`config.mk`:
```
export PLATFORM = sky130hd
export DESIGN_NAME = sinc1_decim
export DESIGN_NICKNAME = d
export VERILOG_FILES = /design/src/rtl/sinc1_pkg.sv /design/src/rtl/sinc1_scale_clip.sv /design/src/rtl/sinc1_win_sel.sv /design/src/rtl/sinc1_decim.sv
export SDC_FILE = /design/constraint.sdc
export NUM_CORES = 1
export LEC_CHECK = 0
export ABC_AREA = 0
export BUFFER_PORTS_ARGS = -buffer_cell sky130_fd_sc_hd__buf_2
export CORE_ASPECT_RATIO = 1.5
export CORE_MARGIN = 4
export CORE_UTILIZATION = 63
export DETAILED_ROUTE_END_ITERATION = 16
export GPL_TIMING_DRIVEN = 1
export PLACE_DENSITY = 0.81
export SLEW_MARGIN = 5
export SYNTH_ARGS = -nofsm -noshare
export SYNTH_HDL_FRONTEND = slang
export SYNTH_HIERARCHICAL = 1
export SYNTH_SLANG_ARGS = --single-unit
```
`constraint.sdc`:
```
create_clock -name clk -period 7.6 [get_ports clk]
set_input_delay 1.52 -clock clk [delete_from_list [all_inputs] [get_ports clk]]
set_output_delay 1.52 -clock clk [all_outputs]
set_load 0.02 [all_outputs]
```
`src/rtl/sinc1_pkg.sv`:
```
package sinc1_pkg;
    localparam int NUM_RATES = 4;
    localparam int OUT_W     = 16;

    typedef logic [1:0]       rate_t;
    typedef logic [OUT_W-1:0] code_t;
endpackage

```
`src/rtl/sinc1_scale_clip.sv`:
```
module sinc1_scale_clip
    import sinc1_pkg::*;
#(
    parameter int WIN_LOG2 = 10,
    parameter int RES_W    = 12,
    parameter int SUM_W    = 16
) (
    input  logic signed [SUM_W-1:0] sum,
    output code_t                   code
);
    localparam int SHIFT = WIN_LOG2 + 1 - RES_W;
    localparam int SH_R  = (SHIFT >= 0) ? SHIFT : 0;
    localparam int SH_L  = (SHIFT < 0) ? -SHIFT : 0;
    localparam logic signed [31:0] MAX_C = (32'sd1 <<< (RES_W - 1)) - 32'sd1;
    localparam logic signed [31:0] MIN_C = -(32'sd1 <<< (RES_W - 1));

    logic signed [31:0] wide;
    logic signed [31:0] scaled;
    logic signed [31:0] clipped;

    always_comb begin
        wide   = 32'(sum);
        scaled = (wide >>> SH_R) <<< SH_L;
        if (scaled > MAX_C)
            clipped = MAX_C;
        else if (scaled < MIN_C)
            clipped = MIN_C;
        else
            clipped = scaled;
        code = clipped[OUT_W-1:0];
    end
endmodule

```
`src/rtl/sinc1_win_sel.sv`:
```
module sinc1_win_sel
    import sinc1_pkg::*;
#(
    parameter int CNT_W = 14
) (
    input  rate_t            rate,
    input  logic [CNT_W-1:0] last_tab [NUM_RATES],
    input  code_t            code_tab [NUM_RATES],
    output logic [CNT_W-1:0] last_cnt,
    output code_t            code
);
    always_comb begin
        last_cnt = last_tab[rate];
        code     = code_tab[rate];
    end
endmodule

```
`src/rtl/sinc1_decim.sv`:
```
module sinc1_decim
    import sinc1_pkg::*;
#(
    parameter int unsigned WIN_LOG2 [NUM_RATES] = '{10, 12, 13, 14},
    parameter int unsigned RES_BITS [NUM_RATES] = '{12, 14, 15, 16}
) (
    input  logic        clk,
    input  logic        rst_n,
    input  logic        run,
    input  logic        mod_en,
    input  logic        mod_bit,
    input  logic [1:0]  rate_sel,
    output logic        done,
    output logic [15:0] result
);
    function automatic int widest_window();
        int m = 1;
        for (int i = 0; i < NUM_RATES; i++)
            if (int'(WIN_LOG2[i]) > m) m = int'(WIN_LOG2[i]);
        return m;
    endfunction

    localparam int CNT_W = widest_window();
    localparam int SUM_W = CNT_W + 2;

    typedef struct packed {
        logic                    run;
        rate_t                   rate;
        logic signed [SUM_W-1:0] acc;
        logic [CNT_W-1:0]        cnt;
        code_t                   res;
        logic                    done;
    } state_t;

    state_t st_d, st_q;

    logic                    start;
    rate_t                   rate_eff;
    logic signed [SUM_W-1:0] step;
    logic signed [SUM_W-1:0] acc_base;
    logic [CNT_W-1:0]        cnt_base;
    logic signed [SUM_W-1:0] sum_now;
    logic [CNT_W-1:0]        last_tab [NUM_RATES];
    code_t                   code_tab [NUM_RATES];
    logic [CNT_W-1:0]        last_cnt;
    code_t                   code_sel;
    logic                    win_end;

    for (genvar g = 0; g < NUM_RATES; g++) begin : g_rate
        assign last_tab[g] = CNT_W'((32'd1 << WIN_LOG2[g]) - 32'd1);
        sinc1_scale_clip #(
            .WIN_LOG2 (int'(WIN_LOG2[g])),
            .RES_W    (int'(RES_BITS[g])),
            .SUM_W    (SUM_W)
        ) u_scale (
            .sum  (sum_now),
            .code (code_tab[g])
        );
    end

    sinc1_win_sel #(.CNT_W(CNT_W)) u_sel (
        .rate     (rate_eff),
        .last_tab (last_tab),
        .code_tab (code_tab),
        .last_cnt (last_cnt),
        .code     (code_sel)
    );

    always_comb begin
        start    = run && !st_q.run;
        rate_eff = start ? rate_t'(rate_sel) : st_q.rate;
        step     = {{(SUM_W-1){~mod_bit}}, 1'b1};
        acc_base = start ? '0 : st_q.acc;
        cnt_base = start ? '0 : st_q.cnt;
        sum_now  = acc_base + step;
        win_end  = mod_en && (cnt_base == last_cnt);

        st_d      = st_q;
        st_d.run  = run;
        st_d.done = 1'b0;
        if (!run) begin
            st_d.acc = '0;
            st_d.cnt = '0;
        end else begin
            st_d.rate = rate_eff;
            st_d.acc  = acc_base;
            st_d.cnt  = cnt_base;
            if (win_end) begin
                st_d.acc  = '0;
                st_d.cnt  = '0;
                st_d.res  = code_sel;
                st_d.done = 1'b1;
                st_d.rate = rate_t'(rate_sel);
            end else if (mod_en) begin
                st_d.acc = sum_now;
                st_d.cnt = cnt_base + 1'b1;
            end
        end
    end

    always_ff @(posedge clk) begin
        if (!rst_n)
            st_q <= '0;
        else
            st_q <= st_d;
    end

    logic                    armed_q;
    logic signed [SUM_W-1:0] acc_q;

    assign done    = st_q.done;
    assign result  = st_q.res;
    assign armed_q = st_q.run;
    assign acc_q   = st_q.acc;
endmodule


```
==> impl_metrics.env, run 1 <==
export IMPL_status="completed"
export IMPL_required_ns=7.78
export IMPL_setup_ws_ns=1.606
export IMPL_synth_compound_area_share=0.1809
export IMPL_fp_dieH_um=118.4
export IMPL_dp_hpwl_mm=8.474
export IMPL_ys_types=73
export IMPL_powerDensity_nw_per_um2=152.2
export IMPL_drc=0
export IMPL_ys_warn_count=6
export IMPL_yosysTopAreaCell="dfxtp_1"
export IMPL_path_cells="buf_2, nand2b_2, and2_1, ha_1, nand4_1, or4_1, a31oi_1, nand2_1, xnor2_2, buf_4, a21boi_0, o22ai_1, mux4_2, mux2i_1, nor2b_1"
export IMPL_place_area_um2=5142
export IMPL_min_path_type="reg2reg"
export IMPL_floorplan_die_area_um2=9659
export IMPL_synthMuxAreaShare=0.1773
export IMPL_hold_viol_final=0
export IMPL_holdBufCountCts=0
export IMPL_cp_slowest_stage_delay_ns=0.70
export IMPL_rsz0062_at_grt="no"
export IMPL_slew_violations=0
export IMPL_path_clk_slew_ns=0.07
export IMPL_worstSkewPairLatency_ns=0.30
export IMPL_fin_setup_tns_ns=0
export IMPL_synth_edf_count=0
export IMPL_htree_levels=2
export IMPL_grt_util_met1=0.3017
export IMPL_ios=24
export IMPL_met3_usage=0.03201
export IMPL_cp_end_kind="register"
export IMPL_grt_max_degree=45
export IMPL_ant_nets=0
export IMPL_drtIter0Drc=434
export IMPL_start_util=0.6431
export IMPL_cp_num_buf_inv=2
export IMPL_cts_setup_buffers=0
export IMPL_grt_pass1_wl_mm=19.53
export IMPL_synthCells=586
export IMPL_portBuffers=23
export IMPL_dp_slack_ns=1.344
export IMPL_wirelength_mm=11.57
export IMPL_ctsResizeCount=0
export IMPL_overflow=0
export IMPL_fin_nets=631
export IMPL_syn_area_um2=5117
export IMPL_vdd_drop_max_v=0.00009190
export IMPL_grt_pass1_vias=4306
export IMPL_drive_gt1_frac=0.1727
export IMPL_worst_path_max_fanout=37
export IMPL_cts_buffers=5
export IMPL_finClkSkew_ns=0.009361
export IMPL_gp_congestion=0.9379
export IMPL_wire_per_inst_um=16.23
export IMPL_synth_seq_cells=50
export IMPL_yosys_area_share_simple=0.2090
export IMPL_synth_area_leaders="dfxtp_1 (20%), mux4_2 (13%), mux2i_1 (4.3%)"
export IMPL_grt_busiest_layer="met2"
export IMPL_fillers=651
export IMPL_netlist_area_leader_share=0.1956
export IMPL_worst_slew_pin_slew_ns=1.091
export IMPL_min_period_over_period=0.7886
export IMPL_core_area_um2=7958
export IMPL_holdWs_ns=0.4820
export IMPL_cp_data_arrival_time_ns=6.17
export IMPL_synth_common_cells="nor2_1 (58), dfxtp_1 (50), nand2_1 (50)"
export IMPL_crit_slowest_cell="xnor2_2"
export IMPL_areaGrowthSynthToFinish_pct=3.350
export IMPL_vias_per_cell=6.088
export IMPL_synthFlopType="dfxtp_1"
export IMPL_cp_start_kind="primary input"
export IMPL_grt_util_met2=0.4260
export IMPL_synth_xor_area_share=0.05819
export IMPL_maxCapViolCount=0
export IMPL_design_area_um2=5289
export IMPL_antenna_found_initial=0
export IMPL_total_power_mw=0.8048
export IMPL_dr_pass1_iters=4
export IMPL_critical_path_class="in2reg"
export IMPL_cts_tree="yes"
export IMPL_avgSynthCellArea_um2=8.733
export IMPL_synth_most_common_cell="nor2_1"
export IMPL_async_reset_ff_frac=0
export IMPL_antennaDiodeCount=0
export IMPL_synth_adder_area_share=0.07286
export IMPL_clk_path_buf_depth=2
export IMPL_vias=4341
export IMPL_path_delay_family="simple AND/OR/NAND/NOR gates"
export IMPL_slew_headroom=0.2685
export IMPL_max_freq_ghz=0.1668
export IMPL_rows=40
export IMPL_cts_sinks=50
export IMPL_setup_viol=0
export IMPL_period_minus_slack_ns=5.994
export IMPL_leakage_nw=2.145
export IMPL_ys_seq_area_frac=0.1956
export IMPL_cts_root_buf="clkbuf_16"
export IMPL_grtUsageTotal=0.2498
export IMPL_fp_dieW_um=81.59
export IMPL_synth_top_family_by_area="simple AND/OR/NAND/NOR gates"
-- metrics by stage --
step | cells | util
after floorplan | 640 | -
after global placement | 705 | 0.6462
after detailed placement | 705 | 0.6462
after CTS | 713 | 0.6646
after global routing | 713 | 0.6646
final | 713 | 0.6646
-- kinds of logic after synthesis --
| family | Yosys count |
|---|---|
| other cells | 2 |
| simple gates | 211 |
| fa+ha+maj | 31 |
| xor+xnor | 34 |
| buf+inv | 82 |
| mux | 53 |
| compound gates | 123 |
| flops | 50 |
-- path summary, 6_finish.rpt --
check	from	endpoint	slack, ns	depth (start not counted)
worst max-delay path	run	result[5]$_SDFFE_PN0P_	1.61	15
worst min-delay path	st_q[47]$_SDFFE_PN0P_	st_q[47]$_SDFFE_PN0P_	0.48	2
worst max register to register	armed_q$_SDFF_PN0_	result[5]$_SDFFE_PN0P_	2.56	14
worst min register to register	st_q[47]$_SDFFE_PN0P_	st_q[47]$_SDFFE_PN0P_	0.48	2
-- cells in the final DEF, fill, tap and decap left out, types with 6 or more instances in the layout --
master,Yosys,routed
a21boi_0,16,16
a21boi_1,7,7
a21oi_1,23,23
a31oi_1,7,7
and2_1,15,15
buf_2,13,23
buf_4,19,6
conb_1,2,56
dfxtp_1,50,50
ha_1,16,16
inv_1,11,11
maj3_2,10,10
mux2i_1,22,22
mux4_2,30,30
nand2_1,50,49
nand4_1,8,8
nor2_1,58,58
nor2b_1,19,19
nor3_1,15,15
nor4_1,14,14
o21a_1,14,14
o21ai_0,8,8
o22ai_1,11,11
xnor2_1,21,20
xor2_1,13,12
-- registers in the layout, indices dropped and copies added, names as in the netlist --
signal / count
acc_q: 16
done: 1
st_q: 16
result: 16
armed_q: 1
-- tightest hold or removal path, stage by stage (launching register included) --
cell and delay, ns:
dfxtp_1 0.31, nand2_1 0.05, mux2i_1 0.06
-- routing by layer --
metal,up-vias,share of wire,routed length (um)
li1,2090,-,-
met1,2093,0.40,4657
met2,132,0.53,6094
met3,26,0.047,547
met4,0,0.024,274
met5,-,0,0
-- where the power goes --
group / switching (mW) / internal, mW / leakage, nW / total [mW]
sequential: 0.00174 / 0.267 / 0.405 / 0.268
clock: 0.107 / 0.122 / 0.0698 / 0.229
combinational: 0.174 / 0.134 / 1.67 / 0.307
-- area by class of cell --
type / count / area (um2) / share of cell area
Clock inverter: 3 / 21.27 / 0.004022
Tap cell: 105 / 131.4 / 0.02484
Clock buffer: 5 / 125.1 / 0.02366
Inverter: 13 / 48.80 / 0.009226
Timing Repair Buffer: 29 / 160.2 / 0.03028
Multi-Input combinational cell: 508 / 3801 / 0.7187
Sequential cell: 50 / 1001 / 0.1893
(Power assumes the default switching activity.)
==> run 2, diff against run 1 <==
Settings changed: ABC_AREA 0 to 1, CORE_UTILIZATION 63 to 58, PLACE_DENSITY 0.81 to 0.79.
Clock period 7.6 ns to 5.4 ns, I/O delays scaled along.
==> run 2 against run 1 <==
Core utilization is 4.6 points lower; sequential power up 41%; register-to-register slack worse by 1.0 ns; routed wire length up 14%; synthesized cell count increased by 81%; non-clock buffer count fell by 3; critical path type unchanged.
==> impl_metrics.env, run 2 <==
export IMPL_status="completed"
export IMPL_drive_gt1_frac=0.05762
export IMPL_min_path_type="reg2reg"
export IMPL_syn_area_um2=5632
export IMPL_fin_setup_tns_ns=0
export IMPL_holdWs_ns=0.5071
export IMPL_layout_cells_non_filler=1188
export IMPL_cp_data_arrival_time_ns=4.71
export IMPL_ys_warn_count=6
export IMPL_dp_hpwl_mm=9.144
export IMPL_ys_seq_area_frac=0.1777
export IMPL_place_area_um2=5618
export IMPL_cts_tree="yes"
export IMPL_ant_nets=0
export IMPL_netlist_area_leader_share=0.2773
export IMPL_ys_types=35
export IMPL_holdBufCountCts=0
export IMPL_antenna_found_initial=0
export IMPL_min_period_over_period=0.8369
export IMPL_path_cells="buf_2, inv_2, nor2_2, nor2_1, ha_1, nand2_1, o21ai_1, nand2_1, nand2_1, nand2_1, nand2_1, nand2_1, nand2_1, nand2_1, nand2_1, nand2_1, inv_1, nand2_1, nand3_1, nand2_1, nor2_1, nor2_1"
export IMPL_setup_ws_ns=0.8805
export IMPL_synthFlopType="dfxtp_1"
export IMPL_fin_nets=1099
export IMPL_rows=43
export IMPL_path_clk_slew_ns=0.07
export IMPL_dr_pass1_iters=6
export IMPL_vias=5734
export IMPL_maxCapViolCount=0
export IMPL_synthCells=1058
export IMPL_yosysTopAreaCell="nand2_1"
export IMPL_vias_per_cell=4.827
export IMPL_cts_buffers=5
export IMPL_finClkSkew_ns=0.008257
export IMPL_cp_start_kind="primary input"
export IMPL_worst_slew_pin_slew_ns=0.9996
export IMPL_period_minus_slack_ns=4.519
export IMPL_min_delay_start="result[0]$_SDFFE_PN0P_"
export IMPL_clk_path_buf_depth=2
export IMPL_total_power_mw=1.204
export IMPL_floorplan_die_area_um2=11380
export IMPL_max_freq_ghz=0.2213
export IMPL_path_common_cell="nand2_1"
export IMPL_wirelength_mm=13.21
export IMPL_slew_violations=0
export IMPL_worst_path_max_fanout=19
export IMPL_r2r_start="armed_q$_SDFF_PN0_"
export IMPL_fp_dieW_um=88.46
export IMPL_wire_per_inst_um=11.12
export IMPL_slew_headroom=0.3329
export IMPL_final_cell_mix="nand2_1 (416), inv_1 (194), nor2_1 (100)"
export IMPL_portBuffers=23
export IMPL_cp_end_kind="register"
export IMPL_powerDensity_nw_per_um2=208.0
export IMPL_grt_max_degree=59
export IMPL_htree_levels=2
export IMPL_overflow=0
export IMPL_startpoint="run"
export IMPL_fillers=995
export IMPL_worstSkewPairLatency_ns=0.30
export IMPL_cts_root_buf="clkbuf_16"
export IMPL_fp_dieH_um=128.7
export IMPL_cts_sinks=50
export IMPL_avgSynthCellArea_um2=5.323
export IMPL_ctsResizeCount=0
export IMPL_setup_viol=0
export IMPL_ios=24
export IMPL_drc=0
export IMPL_synth_common_cells="nand2_1 (416), inv_1 (195), nor2_1 (100)"
export IMPL_design_area_um2=5791
export IMPL_crit_slowest_cell="nor2_2"
export IMPL_synth_seq_cells=50
export IMPL_synth_most_common_cell="nand2_1"
export IMPL_dp_slack_ns=0.5554
export IMPL_final_common_cell="nand2_1"
export IMPL_start_util=0.6016
export IMPL_critical_path_class="in2reg"
export IMPL_cts_setup_buffers=0
export IMPL_placed_cells=1180
export IMPL_areaGrowthSynthToFinish_pct=2.822
export IMPL_fin_util=0.6186
export IMPL_vdd_drop_max_v=0.0001898
export IMPL_cp_slowest_stage_delay_ns=0.52
export IMPL_async_reset_ff_frac=0
export IMPL_rsz0062_at_grt="no"
export IMPL_grt_pass1_wl_mm=23.14
export IMPL_hold_viol_final=0
export IMPL_grtUsageTotal=0.2485
export IMPL_grt_pass1_vias=5247
export IMPL_synth_edf_count=0
export IMPL_antennaDiodeCount=0
export IMPL_leakage_nw=3.843
export IMPL_gp_congestion=0.9369
export IMPL_required_ns=5.59
export IMPL_drtIter0Drc=316
export IMPL_synth_area_leaders="nand2_1 (28%), dfxtp_1 (18%), inv_1 (13%)"
export IMPL_core_area_um2=9361
==> run 2: changes by cell type after synthesis, sizes merged, moves of 15 or more <==
cell    delta
nand2    +377
a21boi    -26
mux4      -30
nand3     +90
mux2i     -22
nor2b     -19
nor2      +45
o22ai     -15
inv      +186
==> run 2: logic make-up after synthesis <==
logic type	count (synthesis)	share of synthesized area
simple gates	656	0.4852
buf+inv	269	0.2213
flops	50	0.1777
compound gates	47	0.04888
xor+xnor	17	0.02644
fa+ha+maj	17	0.03910
other cells	2	0.001334
==> run 2: power by group <==
| part | internal [mW] | switching [mW] |
|---|---|---|
| combinational | 0.138 | 0.305 |
| sequential | 0.375 | 0.00231 |
| clock | 0.223 | 0.161 |
| total | 0.736 | 0.468 |
==> run 2: worst max-delay path: cells and delay by family <==
| family | cells | cell delay [ns] |
|---|---|---|
| compound gates | 1 | 0.27 |
| buf+inv | 3 | 0.32 |
| fa+ha+maj | 1 | 0.38 |
| simple gates | 17 | 2.65 |
==> run 2: final timing paths <==
| kind | end | slack [ns] | depth (start not counted) |
|---|---|---|---|
| setup / recovery | result[12]$_SDFFE_PN0P_ | 0.88 | 22 |
| setup reg to reg | result[12]$_SDFFE_PN0P_ | 1.55 | 20 |
| hold / removal | result[0]$_SDFFE_PN0P_ | 0.51 | 4 |
| hold reg to reg | result[0]$_SDFFE_PN0P_ | 0.51 | 4 |
==> run 2: area by class of cell <==
class,instances,area [um2],area share
multi-input cells,793,3587,0.6195
flip-flops and latches,50,1001,0.1729
inverters,199,752.0,0.1299
well taps,112,140.1,0.02420
repair buffers,26,137.6,0.02377
clock buffers,5,125.1,0.02161
clock inverters,3,47.55,0.008211
==> run 2: layer usage <==
layer / vias to the layer above / share of wire / wire, um / global-route usage
met5: - / 0 / 0 / 0
met4: 0 / 0.036 / 471 / 0.1032
met3: 39 / 0.046 / 605 / 0.02434
met2: 138 / 0.46 / 6079 / 0.4213
met1: 2464 / 0.46 / 6053 / 0.3173
li1: 3093 / - / - / -
==> run 3, diff against run 2 <==
Clock period 5.4 ns to 4.1 ns, I/O delays scaled along.
==> run 3 against run 2 <==
Design area grew 0.84%; first-iteration DRC count is 8.2% lower; worst setup slack got worse by 0.36 ns; routed wire length shrank 1.1%; critical endpoint is now result[9]$_SDFFE_PN0P_; largest power group unchanged; highest routed layer unchanged.
==> impl_metrics.env, run 3 (same netlist as run 2, synthesis figures left out) <==
export IMPL_status="completed"
export IMPL_final_common_cell="nand2_1"
export IMPL_setup_ws_ns=0.5204
export IMPL_vias=5694
export IMPL_required_ns=4.34
export IMPL_cts_setup_buffers=0
export IMPL_design_area_um2=5839
export IMPL_hold_depth=4
export IMPL_ios=24
export IMPL_period_minus_slack_ns=3.580
export IMPL_fin_setup_tns_ns=0
export IMPL_holdWs_ns=0.5086
export IMPL_max_freq_ghz=0.2794
export IMPL_wire_per_inst_um=10.93
export IMPL_cts_sinks=50
export IMPL_dr_pass1_iters=4
export IMPL_min_delay_start="result[0]$_SDFFE_PN0P_"
export IMPL_rrSetupSlack_ns=0.80
export IMPL_grt_pass1_vias=5106
export IMPL_ctsResizeCount=0
export IMPL_clk_path_buf_depth=2
export IMPL_wirelength_mm=13.06
export IMPL_drtIter0Drc=290
export IMPL_htree_levels=2
export IMPL_seqCellArea_um2=1001
export IMPL_worst_slew_pin_slew_ns=0.5798
export IMPL_cp_data_arrival_time_ns=3.82
export IMPL_total_power_mw=1.574
export IMPL_areaGrowthSynthToFinish_pct=3.688
export IMPL_cts_tree="yes"
export IMPL_top_layer="met4"
export IMPL_worst_path_max_fanout=17
export IMPL_min_period_over_period=0.8731
export IMPL_wl_met2_mm=6.153
export IMPL_gp_congestion=0.9422
export IMPL_grt_max_degree=57
export IMPL_drc=0
export IMPL_powerDensity_nw_per_um2=269.5
export IMPL_min_path_type="reg2reg"
export IMPL_cp_start_kind="primary input"
export IMPL_ant_nets=0
export IMPL_cp_end_kind="register"
export IMPL_fp_dieH_um=128.7
export IMPL_hold_viol_final=0
export IMPL_final_cell_mix="nand2_1 (416), inv_1 (194), nor2_1 (100)"
export IMPL_fillers=974
export IMPL_finClkSkew_ns=0.006730
export IMPL_r2r_start="armed_q$_SDFF_PN0_"
export IMPL_cts_buffers=5
export IMPL_leakage_nw=3.875
export IMPL_dp_hpwl_mm=9.334
export IMPL_rsz0062_at_grt="no"
export IMPL_core_area_um2=9361
export IMPL_rows=43
export IMPL_overflow=0
export IMPL_dp_slack_ns=0.2774
export IMPL_drt_met1_wl_mm=5.979
export IMPL_startpoint="run"
export IMPL_maxCapViolCount=0
export IMPL_grtUsageTotal=0.2401
export IMPL_portBuffers=23
export IMPL_slew_headroom=0.6130
export IMPL_path_clk_slew_ns=0.07
export IMPL_floorplan_die_area_um2=11380
export IMPL_vias_per_cell=4.765
export IMPL_worstSkewPairLatency_ns=0.30
export IMPL_holdBufCountCts=0
export IMPL_antenna_found_initial=0
export IMPL_cts_root_buf="clkbuf_16"
export IMPL_ff2ff_path_depth=24
export IMPL_antennaDiodeCount=0
export IMPL_grt_pass1_wl_mm=22.36
export IMPL_start_util=0.6016
export IMPL_multi_input_area_um2=3587
export IMPL_fin_nets=1106
export IMPL_vdd_drop_max_v=0.0002018
export IMPL_wl_met3_um=513
export IMPL_critical_path_class="in2reg"
export IMPL_slew_violations=0
export IMPL_place_area_um2=5670
export IMPL_setup_viol=0
export IMPL_fp_dieW_um=88.46
export IMPL_drive_gt1_frac=0.06371
## run 3: cell types whose count changed in the layout (fill, tap and decap cells not counted), sizes merged
cell    change
buf         +7
clkinv      +1
inv         -1
## run 3: path summary, 6_finish.rpt
kind	endpoint
worst max-delay path	result[9]$_SDFFE_PN0P_
worst max register to register	result[9]$_SDFFE_PN0P_
worst min register to register	result[0]$_SDFFE_PN0P_
worst min-delay path	result[0]$_SDFFE_PN0P_
## run 3: power by group
group          internal (mW)  leakage, nW  switching [mW]
clock                  0.290       0.0842           0.201
sequential             0.495        0.405         0.00337
combinational          0.187         3.39           0.398
total                  0.972         3.87           0.602
## run 3: per-layer routing
layer / up-vias / track usage
met2: 118 / 0.4072
li1: 3104 / -
met3: 32 / 0.02755
met5: - / 0
met4: 0 / 0.09964
met1: 2440 / 0.3040
## run 3: area by class of cell
class	count	share of cell area
well taps	112	0.02400
inverters	199	0.1288
flip-flops and latches	50	0.1714
repair buffers	33	0.03257
multi-input cells	793	0.6143
clock inverters	3	0.007499
clock buffers	5	0.02143
## run 3: through the flow
stage            util  instances
3_5_place_dp   0.6057       1187
2_1_floorplan       -       1112
4_1_cts        0.6238       1195
6_report       0.6238       1195
5_1_grt        0.6238       1195
3_3_place_gp   0.6057       1187
## run 3: worst max-delay path, cell delays in order
cell and delay [ns]:
buf_2 0.11, inv_2 0.04, nor2_2 0.02, buf_4 0.19
nor2_1 0.18, inv_1 0.08, fa_1 0.41, inv_1 0.08
nand3_1 0.07, nand2_1 0.13, nand2_1 0.06, nand2_1 0.10
nand3_1 0.10, nand2_1 0.09, nand2_1 0.04, nand2_1 0.30
nand3_1 0.12, nand2_1 0.30, nand2_1 0.10, nand2_1 0.07
inv_1 0.05, nand2_1 0.06, nand3_1 0.08, nand2_1 0.07
nor2_1 0.05, nor2_1 0.10
